`config.mk`:
```
export PLATFORM = sky130hd
export DESIGN_NAME = alarm_cmp_top
export DESIGN_NICKNAME = d
export VERILOG_FILES = /design/src/rtl/alarm_cmp_pkg.sv /design/src/rtl/alarm_cmp_regs.sv /design/src/rtl/alarm_cmp_match.sv /design/src/rtl/alarm_cmp_flag.sv /design/src/rtl/alarm_cmp_top.sv
export SDC_FILE = /design/constraint.sdc
export NUM_CORES = 1
export LEC_CHECK = 0
export CAP_MARGIN = 5
export CORE_MARGIN = 4
export CORE_UTILIZATION = 30
export DETAILED_ROUTE_END_ITERATION = 7
export GPL_ROUTABILITY_DRIVEN = 1
export SLEW_MARGIN = 40
export SYNTH_ARGS = -nofsm -noshare
export SYNTH_HDL_FRONTEND = slang
export SYNTH_SLANG_ARGS = --single-unit
```
`constraint.sdc`:
```
create_clock -name clk -period 2.8 [get_ports clk]
set_input_delay 0.56 -clock clk [delete_from_list [all_inputs] [get_ports clk]]
set_output_delay 0.56 -clock clk [all_outputs]
set_load 0.02 [all_outputs]
```
`src/rtl/alarm_cmp_pkg.sv`:
```
package alarm_cmp_pkg;
    localparam int FIELD_W = 8;
    localparam int WDAY_N  = 7;
    localparam int NSLOT   = 3;
    localparam int ADDR_W  = 2;

    typedef enum logic [ADDR_W-1:0] {
        SLOT_MIN  = 2'd0,
        SLOT_HOUR = 2'd1,
        SLOT_DAY  = 2'd2,
        SLOT_NONE = 2'd3
    } slot_e;

    typedef struct packed {
        logic af;
    } flag_state_t;
endpackage

```
`src/rtl/alarm_cmp_regs.sv`:
```
module alarm_cmp_regs
    import alarm_cmp_pkg::*;
#(
    parameter int W  = FIELD_W,
    parameter int AW = ADDR_W,
    parameter int NS = NSLOT
) (
    input  logic          clk,
    input  logic          rst_n,
    input  logic          wr_en,
    input  logic [AW-1:0] wr_addr,
    input  logic [W-1:0]  wr_data,
    output logic [W-1:0]  alm_min,
    output logic [W-1:0]  alm_hour,
    output logic [W-1:0]  alm_day
);
    logic [W-1:0] slot_d [NS];
    logic [W-1:0] slot_q [NS];

    for (genvar g = 0; g < NS; g++) begin : g_slot
        logic sel;
        assign sel = wr_en && (wr_addr == AW'(g));
        always_comb begin
            slot_d[g] = sel ? wr_data : slot_q[g];
        end
    end

    always_ff @(posedge clk or negedge rst_n) begin
        if (!rst_n) begin
            for (int i = 0; i < NS; i++) slot_q[i] <= '0;
        end else begin
            for (int i = 0; i < NS; i++) slot_q[i] <= slot_d[i];
        end
    end

    assign alm_min  = slot_q[SLOT_MIN];
    assign alm_hour = slot_q[SLOT_HOUR];
    assign alm_day  = slot_q[SLOT_DAY];

    // the spare address disturbs no field
    p_spare_addr_r2: assert property (@(posedge clk) disable iff (!rst_n)
        (wr_en && wr_addr == SLOT_NONE) |=>
            ($stable(alm_min) && $stable(alm_hour) && $stable(alm_day)));
endmodule

```
`src/rtl/alarm_cmp_match.sv`:
```
module alarm_cmp_match
    import alarm_cmp_pkg::*;
#(
    parameter int W  = FIELD_W,
    parameter int WD = WDAY_N
) (
    input  logic [W-1:0]  alm_min,
    input  logic [W-1:0]  alm_hour,
    input  logic [W-1:0]  alm_day,
    input  logic [W-1:0]  cur_min,
    input  logic [W-1:0]  cur_hour,
    input  logic [W-1:0]  cur_date,
    input  logic [WD-1:0] cur_wday,
    input  logic          date_mode,
    output logic          hit
);
    logic time_eq;
    logic date_eq;
    logic wday_eq;

    always_comb begin
        time_eq = (alm_min == cur_min) && (alm_hour == cur_hour);
        date_eq = (alm_day == cur_date);
        wday_eq = |(alm_day[WD-1:0] & cur_wday);
        hit     = time_eq && (date_mode ? date_eq : wday_eq);
    end
endmodule

```
`src/rtl/alarm_cmp_flag.sv`:
```
module alarm_cmp_flag
    import alarm_cmp_pkg::*;
(
    input  logic clk,
    input  logic rst_n,
    input  logic min_tick,
    input  logic hit,
    input  logic af_clr,
    input  logic alarm_en,
    output logic af,
    output logic irq
);
    flag_state_t st_d, st_q;

    always_comb begin
        st_d = st_q;
        if (min_tick && hit) st_d.af = 1'b1;
        else if (af_clr)     st_d.af = 1'b0;
    end

    always_ff @(posedge clk or negedge rst_n) begin
        if (!rst_n) st_q <= '0;
        else        st_q <= st_d;
    end

    assign af  = st_q.af;
    assign irq = st_q.af & alarm_en;

    // a rising flag is always preceded by a tick
    p_rise_needs_tick_r7: assert property (@(posedge clk) disable iff (!rst_n)
        $rose(af) |-> $past(min_tick));
    // tick with a match sets the flag
    p_match_sets_r3: assert property (@(posedge clk) disable iff (!rst_n)
        (min_tick && hit) |=> af);
    // flag holds without a clear
    p_sticky_r8: assert property (@(posedge clk) disable iff (!rst_n)
        (af && !af_clr) |=> af);
    // clear without a competing match drops the flag
    p_clear_r8: assert property (@(posedge clk) disable iff (!rst_n)
        (af_clr && !(min_tick && hit)) |=> !af);
endmodule

```
`src/rtl/alarm_cmp_top.sv`:
```
module alarm_cmp_top
    import alarm_cmp_pkg::*;
(
    input  logic                clk,
    input  logic                rst_n,
    input  logic                wr_en,
    input  logic [ADDR_W-1:0]   wr_addr,
    input  logic [FIELD_W-1:0]  wr_data,
    input  logic                date_mode,
    input  logic                alarm_en,
    input  logic                af_clr,
    input  logic                min_tick,
    input  logic [FIELD_W-1:0]  cur_min,
    input  logic [FIELD_W-1:0]  cur_hour,
    input  logic [FIELD_W-1:0]  cur_date,
    input  logic [WDAY_N-1:0]   cur_wday,
    output logic                af,
    output logic                irq
);
    logic [FIELD_W-1:0] alm_min, alm_hour, alm_day;
    logic hit;

    alarm_cmp_regs #(.W(FIELD_W), .AW(ADDR_W), .NS(NSLOT)) u_regs (
        .clk(clk), .rst_n(rst_n), .wr_en(wr_en), .wr_addr(wr_addr),
        .wr_data(wr_data), .alm_min(alm_min), .alm_hour(alm_hour),
        .alm_day(alm_day)
    );

    alarm_cmp_match #(.W(FIELD_W), .WD(WDAY_N)) u_match (
        .alm_min(alm_min), .alm_hour(alm_hour), .alm_day(alm_day),
        .cur_min(cur_min), .cur_hour(cur_hour), .cur_date(cur_date),
        .cur_wday(cur_wday), .date_mode(date_mode), .hit(hit)
    );

    alarm_cmp_flag u_flag (
        .clk(clk), .rst_n(rst_n), .min_tick(min_tick), .hit(hit),
        .af_clr(af_clr), .alarm_en(alarm_en), .af(af), .irq(irq)
    );

    // with the enable low, no request leaves the block
    p_irq_gate_r9: assert property (@(posedge clk) disable iff (!rst_n)
        !alarm_en |-> !irq);
endmodule

```
==> results.yml <==
min_path:
  hold_path.class: "reg2reg"
  min_path_cells: 1
synthesis:
  syn_area_mm2: 0.001261
  synth_warnings: 0
  synth_top_area_cell: "dfrtp_1"
  synth_cell_types: 18
  synth_edf_count: 0
  syn_area_per_cell_um2: 13.56
  synth_fp_nets: 141
  async_flop_share_pct: 100.0
  yosysSeqAreaShare_pct: 49.60
  syn-instance-count: 93
  ys.flop_type: "dfrtp_1"
  synth_top_area_share_pct: 49.60
  synth_area_leaders: "dfrtp_1 (50%), mux2_2 (21%), xnor2_1 (17%), nand4_1 (2.5%), nand3b_2 (1.8%)"
  synth_seq_cells: 25
sta:
  max_freq_ghz: 0.4410
  clock_skew_ns: 0.001128
  tns_ns: 0
  finalHoldViolCount: 0
  fin_crit_sh_pct: 80.98
  slew_viol_final: 0
  setup_violations: 0
  worstMarginPinSlew_ns: 0.4584
  slew_headroom_pct: 69.41
  layout_min_cycle_time_ns: 2.267
  rsz0062_at_grt: "no"
global_routing:
  grt_max_degree: 26
  grt_pass1_vias: 1054
  grt_pass1_wl_um: 5188
  grt-ovfl-total: 0
  grtUsageTotal_pct: 12.75
  grt_antenna_before_repair: 0
clock_tree:
  cts_tree: "done"
  clock-sinks: 25
  hold_buffers: 0
  insertion_delay_ns: 0.26
  cts_resized: 0
  numCtsBuffers: 3
  postCtsSetupRepairBufs: 0
  clk_path_buf_depth: 2
  clkTransAtPathRegs_ns: 0.08
  root_buffer: "clkbuf_8"
  htree_num_levels: 1
power_and_ir_drop:
  switchingPower_mw: 0.2404
  leakage_nw: 0.7129
  seq_power_share_pct: 50.8
  p_int_mw: 0.7036
  p_per_area_mw_per_mm2: 505.7
  ir_worst_vdd_uv: 196.7
  p_sw_share_pct: 25.46
  power_mw: 0.9440
  power.share.clock_pct: 22.2
  p_comb_share_pct: 27.0
final_layout:
  area_delta_synth_final_pct: 48.02
  n_antenna_cell: 0
  drive_gt1_share_pct: 21.77
  layout_commonest_cell: "clkdlybuf4s50_1"
  final_cell_mix: "clkdlybuf4s50_1 (49), dfrtp_1 (25), mux2_2 (24), xnor2_1 (24), nand4_1 (5)"
  fin_nets: 196
detailed_routing:
  routed_wl_um: 3047
  num_vias: 922
  ant_nets: 0
  drc: 0
  wire_per_inst_um: 15.47
  vias_per_cell: 4.680
  dr.pass1.iters: 2
  drtIter0Drc: 23
setup_path:
  cp.required_ns: 2.24
  cp_data_arrival_time_ns: 1.71
  path_max_fanout: 1
  path_class: "in2out"
  end_kind: "output port"
  r2r_slack_ns: 1.41
  worst_r2r_path_depth: 4
  cp-start-kind: "input pin"
job:
  max-cap-violations: 0
placement:
  dp_hpwl_um: 2516
  place_congestion: 0.8472
  port_buffers: 49
die:
  fp.dieW_um: 72.84
  io_pins: 50
  core-area_mm2: 0.004029
  die-height_um: 72.84
  die_area_mm2: 0.005306
  rows: 23
  start_util_pct: 31.30
status:
  run_status: "completed"
-- power by group through the flow --
| stage | Combinational, mW | Clock, mW | Sequential (mW) |
|---|---|---|---|
| after floorplan | 0.153 | 0 | 0.473 |
| after global placement | 0.252 | 0 | 0.484 |
| after detailed placement | 0.259 | 0 | 0.488 |
| after CTS | 0.261 | 0.216 | 0.481 |
| after global routing | 0.282 | 0.235 | 0.489 |
| final | 0.255 | 0.209 | 0.479 |
-- worst paths after layout --
path | startpoint | to
min in group asynchronous | rst_n | u_regs.alm_min[0]
max | alarm_en | irq
min | u_regs.alm_day[7] | u_regs.alm_day[7]
max reg2reg | u_regs.alm_min[1] | u_flag.af
min reg2reg | u_regs.alm_day[7] | u_regs.alm_day[7]
max in group asynchronous | rst_n | u_regs.alm_hour[2]
-- area by class of cell --
cell class	instances	area, um^2
fillers	393	2162
multi-input cells	67	631.9
clock buffers	4	45.04
flip-flops and latches	25	625.6
repair buffers	50	498.0
inverters	1	3.754
well taps	50	62.56
-- synthesized netlist by cell type, drive strengths merged, types with 2 or more instances --
library cell	n
dfrtp	25
mux2	24
xnor2	24
nand4	5
nand3b	2
-- critical path, stage by stage --
cell             delay, ns
clkdlybuf4s50_1       0.45
and2_1                0.11
clkdlybuf4s50_1       0.59
-- cells by family after synthesis --
family / Yosys count / synth area share, %
flops: 25 / 49.60
xor+xnor: 24 / 16.67
mux: 24 / 21.43
simple gates: 12 / 7.440
compound gates: 7 / 4.563
buf+inv: 1 / 0.2973
-- per-stage QoR --
stage                     hold slack [ns]  cell area [um^2]  cells  util [%]  worst slack [ns]
after floorplan                    0.2644              1261     93         -             1.417
after global placement             0.5112              1822    193     45.22            0.5279
after detailed placement           0.5164              1822    193     45.22            0.5311
after CTS                          0.5392              1867    197     46.34            0.5250
after global routing               0.5548              1867    197     46.34            0.4852
final                              0.5327              1867    197     46.34            0.5325
-- registers in the layout, summed over array words and instances, names as in the netlist --
name and count:
u_regs.alm_day 8, u_regs.alm_hour 8, u_regs.alm_min 8, u_flag.af 1
-- layer usage --
layer	GRT usage (%)	vias to the layer above	routed length [um]
met2	20.04	36	1433
met5	0	-	0
met1	17.06	434	1384
li1	-	447	-
met3	2.893	5	178
met4	4.918	0	50
Power figures use the tool's default switching activity.
